$ cat config.mk
export PLATFORM = sky130hd
export DESIGN_NAME = tc_port
export DESIGN_NICKNAME = d
export VERILOG_FILES = /design/src/rtl/tc_pkg.sv /design/src/rtl/tc_sync.sv /design/src/rtl/tc_ctl.sv /design/src/rtl/tc_regfile.sv /design/src/rtl/tc_port.sv
export SDC_FILE = /design/constraint.sdc
export NUM_CORES = 1
export LEC_CHECK = 0
export ABC_AREA = 0
export BUFFER_PORTS_ARGS = -buffer_cell sky130_fd_sc_hd__buf_2
export CAP_MARGIN = 10
export CORE_UTILIZATION = 40
export CTS_BUF_LIST = sky130_fd_sc_hd__clkbuf_8
export CTS_CLUSTER_SIZE = 8
export DETAILED_ROUTE_END_ITERATION = 12
export HOLD_SLACK_MARGIN = 0.08
export PLACE_DENSITY_LB_ADDON = 0.12
export SETUP_SLACK_MARGIN = 0.02
export SKIP_CTS_REPAIR_TIMING = 1
export SLEW_MARGIN = 20
export SYNTH_ARGS = -nofsm -noshare
export SYNTH_HDL_FRONTEND = slang
export SYNTH_SLANG_ARGS = --single-unit
$ cat constraint.sdc
create_clock -name clk_i -period 1.7 [get_ports clk_i]
set_input_delay 0.085 -clock clk_i [delete_from_list [all_inputs] [get_ports clk_i]]
set_output_delay 0.085 -clock clk_i [all_outputs]
set_load 0.02 [all_outputs]
$ cat src/rtl/tc_pkg.sv
package tc_pkg;
  localparam int DW   = 8;
  localparam int NREG = 6;
  // index 0: clock lane, 1..4: data lanes 0..3, 5: settle threshold
  localparam logic [NREG*DW-1:0] REG_CODES = {8'h75, 8'h94, 8'h84, 8'h54, 8'h44, 8'h34};
  localparam logic [DW-1:0] NORMAL_CODE = 8'h00;
  localparam logic [DW-1:0] NORMAL_DATA = 8'h00;
endpackage

$ cat src/rtl/tc_sync.sv
module tc_sync #(
  parameter int W      = 1,
  parameter int STAGES = 2
) (
  input  logic         clk_i,
  input  logic         rst_ni,
  input  logic [W-1:0] d_i,
  output logic [W-1:0] q_o
);
  logic [W-1:0] st_q [STAGES];

  always_ff @(posedge clk_i or negedge rst_ni) begin
    if (!rst_ni) begin
      for (int i = 0; i < STAGES; i++) st_q[i] <= '0;
    end else begin
      st_q[0] <= d_i;
      for (int i = 1; i < STAGES; i++) st_q[i] <= st_q[i-1];
    end
  end

  assign q_o = st_q[STAGES-1];
endmodule

$ cat src/rtl/tc_ctl.sv
module tc_ctl
  import tc_pkg::*;
(
  input  logic          clk_i,
  input  logic          rst_ni,
  input  logic          strb_s_i,
  input  logic          addr_s_i,
  input  logic          clr_s_i,
  input  logic [DW-1:0] bus_i,
  output logic [DW-1:0] code_o,
  output logic          we_o,
  output logic [DW-1:0] wdata_o,
  output logic          normal_o
);
  logic          strb_prev_q;
  logic          rise, fall, cap;
  logic [DW-1:0] code_q;
  logic          normal_q;

  assign rise = strb_s_i & ~strb_prev_q;
  assign fall = ~strb_s_i & strb_prev_q;
  assign cap  = fall & addr_s_i & ~clr_s_i;
  assign we_o = rise & ~addr_s_i & ~clr_s_i;
  assign wdata_o = bus_i;

  always_ff @(posedge clk_i or negedge rst_ni) begin
    if (!rst_ni) begin
      strb_prev_q <= 1'b0;
      code_q      <= '0;
      normal_q    <= 1'b1;
    end else begin
      strb_prev_q <= strb_s_i;
      if (clr_s_i) begin
        code_q   <= '0;
        normal_q <= 1'b1;
      end else if (cap) begin
        code_q   <= bus_i;
        normal_q <= 1'b0;
      end else if (we_o && code_q == NORMAL_CODE && bus_i == NORMAL_DATA) begin
        normal_q <= 1'b1;
      end
    end
  end

  assign code_o   = code_q;
  assign normal_o = normal_q;

  assert_code_hold_R5: assert property (@(posedge clk_i) disable iff (!rst_ni)
    (!(fall && addr_s_i) && !clr_s_i) |=> $stable(code_q));

  assert_normal_rise_R8: assert property (@(posedge clk_i) disable iff (!rst_ni)
    $rose(normal_q) |-> ($past(clr_s_i) ||
      $past(we_o && code_q == NORMAL_CODE && wdata_o == NORMAL_DATA)));
endmodule

$ cat src/rtl/tc_regfile.sv
module tc_regfile
  import tc_pkg::*;
(
  input  logic               clk_i,
  input  logic               rst_ni,
  input  logic               clr_i,
  input  logic               we_i,
  input  logic [DW-1:0]      code_i,
  input  logic [DW-1:0]      wdata_i,
  output logic [NREG*DW-1:0] q_all_o,
  output logic [NREG-1:0]    hit_o,
  output logic [DW-1:0]      rdata_o
);
  for (genvar g = 0; g < NREG; g++) begin : g_reg
    logic [DW-1:0] q;
    assign hit_o[g] = (code_i == REG_CODES[g*DW +: DW]);

    always_ff @(posedge clk_i or negedge rst_ni) begin
      if (!rst_ni)                q <= '0;
      else if (clr_i)             q <= '0;
      else if (we_i && hit_o[g])  q <= wdata_i;
    end

    assign q_all_o[g*DW +: DW] = q;

    assert_write_R3: assert property (@(posedge clk_i) disable iff (!rst_ni)
      (we_i && hit_o[g] && !clr_i) |=> (q == $past(wdata_i)));

    assert_clear_R9: assert property (@(posedge clk_i) disable iff (!rst_ni)
      clr_i |=> (q == '0));
  end

  always_comb begin
    rdata_o = '0;
    for (int i = 0; i < NREG; i++)
      if (hit_o[i]) rdata_o = rdata_o | q_all_o[i*DW +: DW];
  end
endmodule

$ cat src/rtl/tc_port.sv
module tc_port
  import tc_pkg::*;
#(
  parameter int SYNC_STAGES = 2
) (
  input  logic          clk_i,
  input  logic          rst_ni,
  input  logic          tc_clk_i,
  input  logic          tc_addr_i,
  input  logic          tc_clr_i,
  input  logic [DW-1:0] tc_d_i,
  output logic [DW-1:0] tc_q_o,
  output logic          normal_o,
  output logic [DW-1:0] clk_lane_cfg_o,
  output logic [4*DW-1:0] data_lane_cfg_o,
  output logic [DW-1:0] settle_cfg_o
);
  logic [2:0]         ctl_s;
  logic [DW-1:0]      code;
  logic               we;
  logic [DW-1:0]      wdata;
  logic [NREG*DW-1:0] q_all;
  logic [NREG-1:0]    hit;
  logic [DW-1:0]      rdata;

  tc_sync #(.W(3), .STAGES(SYNC_STAGES)) u_sync (
    .clk_i (clk_i),
    .rst_ni(rst_ni),
    .d_i   ({tc_clr_i, tc_addr_i, tc_clk_i}),
    .q_o   (ctl_s)
  );

  tc_ctl u_ctl (
    .clk_i   (clk_i),
    .rst_ni  (rst_ni),
    .strb_s_i(ctl_s[0]),
    .addr_s_i(ctl_s[1]),
    .clr_s_i (ctl_s[2]),
    .bus_i   (tc_d_i),
    .code_o  (code),
    .we_o    (we),
    .wdata_o (wdata),
    .normal_o(normal_o)
  );

  tc_regfile u_rf (
    .clk_i  (clk_i),
    .rst_ni (rst_ni),
    .clr_i  (ctl_s[2]),
    .we_i   (we),
    .code_i (code),
    .wdata_i(wdata),
    .q_all_o(q_all),
    .hit_o  (hit),
    .rdata_o(rdata)
  );

  assign tc_q_o          = rdata;
  assign clk_lane_cfg_o  = q_all[0 +: DW];
  assign data_lane_cfg_o = q_all[DW +: 4*DW];
  assign settle_cfg_o    = q_all[5*DW +: DW];

  assert_unimpl_zero_R6: assert property (@(posedge clk_i) disable iff (!rst_ni)
    (tc_q_o != '0) |-> (|hit));

  assert_one_hit_R7: assert property (@(posedge clk_i) disable iff (!rst_ni)
    $onehot0(hit));
endmodule

Word level (Yosys, flattened, before mapping)
Index checks and enable logic that the tools add are counted.
{ "op_classes": {"eq_ne": 6, "muxes": 23, "bitwise_logic": 15, "reduce_logical": 18} }
{ "ops": {"columns": ["op", "count"], "rows": [
  ["$mux W8", 20],
  ["$or A8 B8 Y8", 5],
  ["$eq A8 B7 Y1 const B", 3],
  ["$eq A8 B8 Y1 const B", 2],
  ["$logic_not A8 Y1", 2],
  ["$reduce_bool A2 Y1", 7],
  ["$eq A8 B6 Y1 const B", 1],
  ["$logic_and A1 B1 Y1", 8],
  ["$and A1 B1 Y1", 6],
  ["$not A1 Y1", 4],
  ["$mux W1", 3],
  ["$reduce_bool A3 Y1", 1]
]} }
{ "word_totals": {"register_bits": 64, "input_bits": 13, "output_inout_bits": 57, "wordCells": 73} }

Depth between registers and ports, before layout
{ "logic_depth": {"word_depth": 12, "depth_mapped": 6, "ltp_nobuf": 4} }

Cells and area by module
From an unflattened synthesis, not the netlist that was laid out.
{ "unflattened": {"cells_unflattened": 285, "area_unflattened_um2": 3108.0} }
{ "by_module_without_submodules": {"columns": ["module", "n_inst", "cells_per_inst", "area_per_inst_um2", "seq_area_each_um2"], "rows": [
  ["tc_regfile", 1, 230, 2414.8, 1201.2],
  ["tc_ctl", 1, 46, 520.5, 251.5],
  ["tc_sync", 1, 9, 172.7, 150.1]
]} }

Worst setup path after synthesis
No wires, ideal clock.
{ "synth_timing": {"kind": "register -> register", "from": "register u_sync.st_q (netlist bit u_sync.q_o[2])", "to": "register u_rf.g_reg[5].q[0]", "setup_ns": 0.132, "arrival_ns": 1.471, "required_time_ns": 1.568, "setup_slack_ns": 0.097, "path_stages_with_launch": 6, "n_path_buf": 1, "synth_period_minus_slack_ns": 1.603, "cell_sequence": "dfrtp_1 nor4b_4 nor3b_2 buf_4 mux2i_1 nor2_1"} }
{ "synth_between": {"elab_chain_len": 4} }
{ "synth_rtl": {"columns": ["item", "line_no", "rtl"], "rows": [
  ["start: declaration", "tc_sync.sv:10", "logic [W-1:0] st_q [STAGES];"],
  ["$not A1 Y1", "tc_ctl.sv:23", "assign we_o = rise & ~addr_s_i & ~clr_s_i;"],
  ["$and A1 B1 Y1", "tc_ctl.sv:23", null],
  ["$logic_and A1 B1 Y1", "tc_regfile.sv:21", "else if (we_i && hit_o[g]) q <= wdata_i;"],
  ["$reduce_bool A2 Y1 (no line)", null, null],
  ["end signal: assignment", "tc_regfile.sv:21", null],
  ["end: declaration", "tc_regfile.sv:15", "logic [DW-1:0] q;"]
]} }
Several ways; a longest one is shown, not always the timed one.
A chain may end at the register's enable or synchronous reset.

Worst setup path after layout
{ "layout_timing": {"from": "register u_ctl.code_q[7] (netlist: u_ctl.code_o[7])", "to": "output port tc_q_o[2]"} }
{ "layout_between": {"elab_chain_len": 12} }
{ "layout_rtl": {"columns": ["item", "line_no", "rtl"], "rows": [
  ["start: declaration", "tc_ctl.sv:17", "logic [DW-1:0] code_q;"],
  ["start signal: assignment", "tc_ctl.sv:37", "code_q <= bus_i;"],
  ["$eq A8 B6 Y1", "tc_regfile.sv:16", "assign hit_o[g] = (code_i == REG_CODES[g*DW +: DW]);"],
  ["$mux W8", "tc_regfile.sv:36", "if (hit_o[i]) rdata_o = rdata_o | q_all_o[i*DW +: DW];"],
  ["$or A8 B8 Y8", "tc_regfile.sv:36", null],
  ["$mux W8", "tc_regfile.sv:36", null],
  ["$or A8 B8 Y8", "tc_regfile.sv:36", null],
  ["$mux W8", "tc_regfile.sv:36", null],
  ["$or A8 B8 Y8", "tc_regfile.sv:36", null],
  ["$mux W8", "tc_regfile.sv:36", null],
  ["$or A8 B8 Y8", "tc_regfile.sv:36", null],
  ["$mux W8", "tc_regfile.sv:36", null],
  ["$or A8 B8 Y8", "tc_regfile.sv:36", null],
  ["$mux W8 *", "tc_regfile.sv:36", null],
  ["end: declaration", "tc_port.sv:12", "output logic [DW-1:0] tc_q_o,"]
]} }
Mark *: on every way between the ends. The rest lies on a longest branch, timed or not.

==> metrics <==
GRT Total Usage 0.224; Synth Cell Area 0.00300 mm^2; Mean Syn Cell Area 11.4 um^2; final setup TNS -3670 ps; first-pass GRT wire length 12.7 mm; total power between 3 and 4 mW; Chip Height between 80 and 90 um; number of fill cells 655; Antenna Violating Nets Remaining 0; met3 Track Usage GR 0.0653; Synth async-reset ratio 1.00; PnR worst setup slack -277 ps; final hold vios 0; CP Capture Type primary output; final number of setup-violating endpoints 34; final instance area 0.00424 mm^2; Num CTS Buffers 9; MaxCap Viol Count 0; total routed wirelength roughly 8.7 mm; nets@finish 382; Buffers & Inverters on Critical Path 2; R2R Setup Slk -150 ps; routability cong. 0.832; Hold WC Path Type input port to register; Via-to-Cell Ratio roughly 5.3; post-layout min period between 1500 and 2000 ps; critical path's largest stage delay 460 ps; wire per inst 18.4 um; clk buf depth 2; required time of the worst setup path 1620 ps; die footprint 0.00785 mm^2; dpl cell area 0.00365 mm^2; met1 global-route usage 0.305; register area share after synthesis 0.534; pwr dens 725 mW/mm^2; top-count cell post-synth dfrtp_1; Synth Flop Type dfrtp_1; WS Path Type register to primary output; RSZ-0062 raised after global routing true; Max Clock Skew 6.56 ps; Antenna Cells 0; number of placement rows 31; dominant cells by area after synthesis dfrtp_1, mux2i_1, nor2_1; Max-slew headroom 0.592; worst path arrival time 1890 ps; Initial Util 0.413; Reg2Reg Depth 7; vias 2497; Post-Synthesis Cells 264; top cell type by total area after synthesis dfrtp_1; startpoint types register; part of the cycle the worst path needs 1.16; # IOs 70; WP depth 6; Post-Place Cells 443; Post-DP HPWL about 5.6 mm; WHS 114 ps; clock sink count 64; H-Tree Depth 3; pin count of the biggest net entering global routing 65; root buf cell clkbuf_8; Remaining DRCs 0; Iteration-0 DRC Markers 80; share of cells above drive strength 1 0.455; Cell Chain, Critical Path buf_6, and3b_2, a22oi_2, a21oi_2, a221o_1, buf_4; syn nets 277; Final Non-Filler Cells ~470; Crit Path Max Fanout 6; Synth Warn # 0; Final Slew Violations 0; IO buf count 69; top post-synthesis cells by count dfrtp_1, nor2_1, mux2i_1, clkbuf_1, a22oi_1; fmax 506 MHz; initial antenna violation count 0; worst r2r src u_ctl.code_o[7]; Distinct cells, synth 34; Least-Margin Pin Slew 612 ps; grt ovf 0; Yosys reg bits 64; TritonCTS clock tree built; status complete, but fails checks; first drt pass iteration count 4; violated checks negative setup slack; busiest grt layer met2; Slowest cell on crit path dfrtp_2; Hold EP u_ctl.normal_o; hold path depth 4; hold_sp tc_d_i[7]; leakage 2.31 nW; Clock transition at path regs 70 ps; R2R Path End u_rf.g_reg[3].q[6]; clk_lat worst skew ~340 ps; maximum VDD drop about 0.48 mV; EDFF count, synth 0; critical path's top delay family compound AO/OA/AOI/OAI gates; core area 0.00725 mm^2; area share of the leading cell type in the synthesized netlist 0.526; vias in the first global route 2307; Die Width 88.6 um; Syn-to-layout area delta 41.3%; met2 Use GR 0.352
registers in the layout (all words and copies together) (netlist names):
signal and cells:
u_ctl.strb_prev_q 1, u_sync.q_o 3, u_sync.st_q 3, u_rf.g.q 48, u_ctl.code_o 8, u_ctl.normal_o 1
layer usage:
layer  routed length (um)  share of wire  vias up
met5                    0              0        -
met4                  123          0.014        0
met3                  346          0.040       12
met2                 4210           0.48       78
met1                 4040           0.46     1246
li1                     -              -     1161
per-stage QoR:
stage	util	setup WS (ps)
CTS	0.530	-455
global route	0.584	-354
finish	0.584	-277
detailed placement	0.503	-78.2
floorplan	-	96.7
global placement	0.503	-59.0
power breakdown:
part / total [mW] / switching (mW) / internal, mW
clock: 1.29 / 0.611 / 0.676
combinational: 0.224 / 0.138 / 0.0854
sequential: 1.56 / 0.0199 / 1.54
how the worst max path moves through the flow:
stage	slack [ps]	endpoint	start
floorplan	100	u_rf.g_reg[5].q[0]	u_sync.q_o[2]
global placement	-60	tc_q_o[6]	u_ctl.code_o[7]
detailed placement	-80	u_rf.g_reg[3].q[7]	u_ctl.code_o[7]
CTS	-450	tc_q_o[6]	u_ctl.code_o[7]
global route	-350	tc_q_o[5]	u_ctl.code_o[7]
finish	-280	tc_q_o[2]	u_ctl.code_o[7]
cells by family after synthesis:
kind of cell           after synthesis  share of synthesized area
buffers and inverters               23                     0.0338
AOI/OAI and AO/OA                   33                     0.0847
DFF                                 64                      0.534
muxes                               58                      0.194
and+or+nand+nor                     86                      0.153
cells in the final DEF (no fill, tap or decap), types with 3 or more instances in the layout:
cell,netlist,routed
buf_2,3,62
nor2_1,59,59
mux2i_1,56,56
dfrtp_1,63,56
buf_4,1,33
buf_6,1,15
clkbuf_8,0,9
a221o_1,7,7
dfrtp_2,0,7
a22oi_2,0,6
dlygate4sd3_1,0,4
nand2_1,3,3
a22oi_1,9,3
nor3b_4,0,3
a32oi_2,0,3
a21oi_2,0,3
a21oi_1,6,3
clkinvlp_4,0,3
buf_12,0,3
final cells by class:
class	instances	area [um^2]	area share
repair buffers	117	827	0.195
clock buffers	9	124	0.0292
well taps	99	124	0.0292
flip-flops and latches	64	1610	0.380
multi-input cells	177	1480	0.349
clock inverters	7	71.3	0.0168
tightest hold or removal path: stages:
cell and delay, ps:
buf_2 180, nor4_1 70, nand2_1 50, o21ai_0 60
No activity file was read; power rests on OpenSTA's default activity.
